### src/rtl/cmi_pkg.sv
// Package: shared types and the symbol mapping function of the CMI encoder.
// Assumes: a symbol is always two half-bit levels, sent first then second.
package cmi_pkg;

    // One captured input bit with its coding selection.
    typedef struct packed {
        logic code_en;
        logic data;
    } cmi_bit_t;

    // Two half-bit line levels for one input bit.
    typedef struct packed {
        logic first;
        logic second;
    } cmi_sym_t;

    // Maps one bit to its pair of half-symbols, given the last mark level.
    function automatic cmi_sym_t cmi_map(input cmi_bit_t b, input logic last_mark);
        cmi_sym_t s;
        if (!b.code_en) begin
            s.first  = b.data;
            s.second = b.data;
        end else if (b.data) begin
            s.first  = ~last_mark;
            s.second = ~last_mark;
        end else begin
            s.first  = 1'b0;
            s.second = 1'b1;
        end
        return s;
    endfunction

endpackage

### src/rtl/cmi_bit_capture.sv
// Module: registers the NRZ bit and the coding enable on each bit strobe.
// Assumes: bit_stb is a single-cycle pulse, at least two cycles apart.
module cmi_bit_capture
    import cmi_pkg::*;
(
    input  logic     clk,
    input  logic     rst_n,
    input  logic     bit_stb,
    input  logic     nrz_in,
    input  logic     cmi_en,
    output logic     cap_vld,
    output cmi_bit_t cap_bit
);

    // Captures the bit and its enable, and pulses valid for one cycle.
    always_ff @(posedge clk) begin
        if (!rst_n) begin
            cap_vld <= 1'b0;
            cap_bit <= '0;
        end else begin
            cap_vld <= bit_stb;
            if (bit_stb) begin
                cap_bit.data    <= nrz_in;
                cap_bit.code_en <= cmi_en;
            end
        end
    end

endmodule

### src/rtl/cmi_symbol_map.sv
// Module: turns a captured bit into a two-half symbol and keeps the mark
// alternation state.
// Assumes: in_vld arrives no more often than every second cycle.
module cmi_symbol_map
    import cmi_pkg::*;
#(
    parameter logic MARK_RESET = 1'b0
) (
    input  logic     clk,
    input  logic     rst_n,
    input  logic     in_vld,
    input  cmi_bit_t in_bit,
    output logic     sym_vld,
    output cmi_sym_t sym,
    output logic     mark_level
);

    logic mark_q;

    // Encodes the bit and flips the mark level only on a coded one.
    always_ff @(posedge clk) begin
        if (!rst_n) begin
            sym_vld <= 1'b0;
            sym     <= '0;
            mark_q  <= MARK_RESET;
        end else begin
            sym_vld <= in_vld;
            if (in_vld) begin
                sym <= cmi_map(in_bit, mark_q);
                if (in_bit.code_en && in_bit.data) begin
                    mark_q <= ~mark_q;
                end
            end
        end
    end

    assign mark_level = mark_q;

endmodule

### src/rtl/cmi_serializer.sv
// Module: sends a two-half symbol on the line, one half per clock, and holds
// the last level when idle.
// Assumes: a new symbol never arrives while the second half is pending.
module cmi_serializer
    import cmi_pkg::*;
#(
    parameter logic IDLE_LEVEL = 1'b0
) (
    input  logic     clk,
    input  logic     rst_n,
    input  logic     sym_vld,
    input  cmi_sym_t sym,
    output logic     line_out
);

    logic line_q;
    logic pend_q;
    logic second_q;

    // Sends the first half on load, then the stored second half.
    always_ff @(posedge clk) begin
        if (!rst_n) begin
            line_q   <= IDLE_LEVEL;
            pend_q   <= 1'b0;
            second_q <= 1'b0;
        end else if (sym_vld) begin
            line_q   <= sym.first;
            second_q <= sym.second;
            pend_q   <= 1'b1;
        end else if (pend_q) begin
            line_q <= second_q;
            pend_q <= 1'b0;
        end
    end

    assign line_out = line_q;

endmodule

### src/rtl/cmi_line_encoder.sv
// Module: top level of the CMI line encoder: capture, symbol map, serializer.
// Assumes: clk runs at twice the bit rate and bit_stb pulses once per bit.
module cmi_line_encoder
    import cmi_pkg::*;
#(
    parameter logic MARK_RESET = 1'b0,
    parameter logic IDLE_LEVEL = 1'b0
) (
    input  logic clk,
    input  logic rst_n,
    input  logic bit_stb,
    input  logic nrz_in,
    input  logic cmi_en,
    output logic line_out
);

    logic     cap_vld;
    cmi_bit_t cap_bit;
    logic     sym_vld;
    cmi_sym_t sym;
    logic     mark_level;

    cmi_bit_capture u_cap (
        .clk     (clk),
        .rst_n   (rst_n),
        .bit_stb (bit_stb),
        .nrz_in  (nrz_in),
        .cmi_en  (cmi_en),
        .cap_vld (cap_vld),
        .cap_bit (cap_bit)
    );

    cmi_symbol_map #(.MARK_RESET(MARK_RESET)) u_map (
        .clk        (clk),
        .rst_n      (rst_n),
        .in_vld     (cap_vld),
        .in_bit     (cap_bit),
        .sym_vld    (sym_vld),
        .sym        (sym),
        .mark_level (mark_level)
    );

    cmi_serializer #(.IDLE_LEVEL(IDLE_LEVEL)) u_ser (
        .clk      (clk),
        .rst_n    (rst_n),
        .sym_vld  (sym_vld),
        .sym      (sym),
        .line_out (line_out)
    );

endmodule

### config.mk
export PLATFORM = sky130hd
export DESIGN_NAME = cmi_line_encoder
export DESIGN_NICKNAME = d
export VERILOG_FILES = /design/src/rtl/cmi_pkg.sv /design/src/rtl/cmi_bit_capture.sv /design/src/rtl/cmi_symbol_map.sv /design/src/rtl/cmi_serializer.sv /design/src/rtl/cmi_line_encoder.sv
export SDC_FILE = /design/constraint.sdc
export NUM_CORES = 1
export LEC_CHECK = 0
export BUFFER_PORTS_ARGS = -buffer_cell sky130_fd_sc_hd__buf_2
export CAP_MARGIN = 20
export CORE_AREA = 5 5 42 44
export DETAILED_ROUTE_END_ITERATION = 8
export DIE_AREA = 0 0 47 49
export SLEW_MARGIN = 10
export SYNTH_ARGS = -nofsm -noshare
export SYNTH_HDL_FRONTEND = slang
export SYNTH_SLANG_ARGS = --single-unit
### constraint.sdc
create_clock -name clk -period 1.2 [get_ports clk]
set_clock_uncertainty 0.2 [all_clocks]
set_input_delay 0.12 -clock clk [delete_from_list [all_inputs] [get_ports clk]]
set_output_delay 0.12 -clock clk [all_outputs]
set_load 0.01 [all_outputs]
==> flow_summary.yaml <==
outcome:
  outcome: "complete, no violations"
floorplanning:
  rows: 14
  dieArea_sq_um: 2300
  io_pins: 6
  start_util_pct: 25.7
  die_w_um: 47
  core-area_sq_um: 1400
  fp.dieH_um: 49
routing:
  drc: 0
  drt_pass1_iterations: 1
  drtIter0Drc: 0
  wl_um: 591
  vias_per_cell: 4.39
  num_vias: 272
  wl_per_cell_um: 9.53
  ant_nets: 0
clock_network:
  cts_tree: "built"
  cts.path.max_buffers: 2
  h-tree-depth: 1
  clock-sinks: 10
  clk_pin_slew_ns: 0.06
  post_cts_resized: 0
  cts_made_buffers: 3
  cts-root-buf: "clkbuf_4"
  clk_latency_ns: 0.25
global_routing:
  grt_usage_pct: 6.57
  grt-ovfl-total: 0
  antenna_found_initial: 0
  grt_pass1_wl_um: 1030
  grt_max_degree: 11
  grt_pass1_vias: 257
sta:
  finalMaxSlewViolations: 0
  worstMarginPinSlew_ns: 0.184
  hold_violations: 0
  slew_headroom_pct: 87.7
  period_minus_slack_ns: 1.11
  rsz0062_at_grt: "false"
  tns_ns: 0
  fin_ws_ns: 0.0868
  post-route-period-util_pct: 92.8
  setup_violations: 0
  max_freq_mhz: 898
power:
  p_seq_share_pct: 57.9
  p_clk_share_pct: 34.9
  leakage_nw: 0.183
  power.share.switching_pct: 20.6
  peakVddDrop_mv: 0.598
  netSwitchingPower_w: 0.000127
  pwr-share-comb_pct: 7.2
  power_per_cell_area_nw_per_um2: 1320
  internal_power_w: 0.000489
cells_and_area:
  final_cell_mix: "10 x dfxtp_1, 5 x buf_2, 4 x mux2i_1, 4 x dlygate4sd3_1"
  fin_nets: 53
  drive_above_1_share_pct: 19.6
  num_antenna_cells: 0
  final_common_cell: "dfxtp_1"
  areaGrowthSynthToFinish_pct: 29.9
setup_path:
  cp_max_fo: 10
  startpoint_type: "input port"
  end_kind: "flop"
  path_class: "input port to flop"
  crit_required_ns: 1.17
  crit_arrival_ns: 1.08
synth:
  ys_seq_area_share_pct: 55.6
  ys_ff_latch: 10
  syn-num-nets: 39
  yosysUniqueCellTypes: 16
  yosysWarnings: 0
  yosys-top-cells-area: "dfxtp_1 56%, mux2i_1 11%, and2_1 5.2%"
  syn_area_sq_um: 360
  yosysTopAreaCellShare_pct: 55.6
  synth.avg_cell_area_sq_um: 10.6
  synth_top_area_cell: "dfxtp_1"
  synthCells: 34
job:
  cap_violations: 0
place:
  dp_hpwl_um: 416
  gp_congestion: 0.690
  pre_cts_ws_ns: 0.107
  port_buffers: 5
worst_hold_path:
  min_path_type: "flop to flop"
[stage by stage]
stage,power [W],area [sq um],instances,utilization [%],hold slack [ns]
after floorplan,0.000382,360,34,-,0.0417
after global placement,0.000398,405,55,28.9,0.175
after detailed placement,0.000400,405,55,28.9,0.180
after CTS,0.000634,468,62,33.4,0.283
after global routing,0.000656,468,62,33.4,0.301
final,0.000616,468,62,33.4,0.275
[routing by layer]
layer	vias up	wire, um	GRT usage, %
li1	142	-	-
met1	124	287	7.10
met2	6	263	8.37
met3	0	40	6.64
met4	0	0	2.76
met5	-	0	0
[Yosys cell counts]
| cell | instances |
|---|---|
| and2_1 | 3 |
| mux2i_1 | 4 |
| inv_1 | 1 |
| o21ai_0 | 2 |
| a21boi_0 | 1 |
| and4_1 | 1 |
| dfxtp_1 | 10 |
| nand2b_1 | 1 |
| a21oi_1 | 1 |
| nor2_1 | 1 |
| xnor2_1 | 1 |
| a211oi_1 | 1 |
| nor2b_1 | 3 |
| and2_2 | 1 |
| nand3_1 | 2 |
| nand2_1 | 1 |
[cell families after synthesis]
group / synth area share (%)
flip-flops: 55.6
AND/OR/NAND/NOR: 21.5
buffers and inverters: 1.04
XOR/XNOR: 2.43
multiplexers: 11.1
AO/OA/AOI/OAI: 8.33
[critical path, stage by stage]
cell,delay (ns)
dlygate4sd3_1,0.52
buf_2,0.18
o21ai_0,0.10
a211oi_1,0.16
[flip-flops by register name, indices dropped and copies added (netlist names)]
| name | cells |
|---|---|
| u_map.sym | 2 |
| u_map.mark_level | 1 |
| u_ser.line_out | 1 |
| u_ser.second_q | 1 |
| u_cap.cap_vld | 1 |
| u_ser.pend_q | 1 |
| u_cap.cap_bit | 2 |
| u_map.sym_vld | 1 |
[power by group through the flow]
stage	combinational, W	clock, W	sequential [W]
floorplan	0.0000199	0	0.000362
global route	0.0000506	0.000246	0.000359
finish	0.0000445	0.000215	0.000357
CTS	0.0000452	0.000232	0.000357
global placement	0.0000340	0	0.000364
detailed placement	0.0000355	0	0.000364
[worst paths after layout]
check                           slack (ns)           from  depth (start not counted)                to
worst max-delay path                  0.09          rst_n                          4      u_map.sym[0]
worst min-delay path                  0.28   u_map.sym[1]                          2      u_map.sym[1]
worst max register to register        0.11  u_cap.cap_vld                          3  u_map.mark_level
worst min register to register        0.28   u_map.sym[1]                          2      u_map.sym[1]
[timing repair]
action                    in CTS  in global routing
setup buffers                  0                  0
hold buffers                   4                  0
hold endpoints to repair       9                  0
[area by class of cell]
type / instances / area, sq um
fillers: 156 / 933
multi-input cells: 23 / 156
repair buffers: 9 / 65.1
inverters: 1 / 3.75
flip-flops and latches: 10 / 200
clock buffers: 3 / 22.5
well taps: 16 / 20.0
No activity file was read; power rests on OpenSTA's default activity.
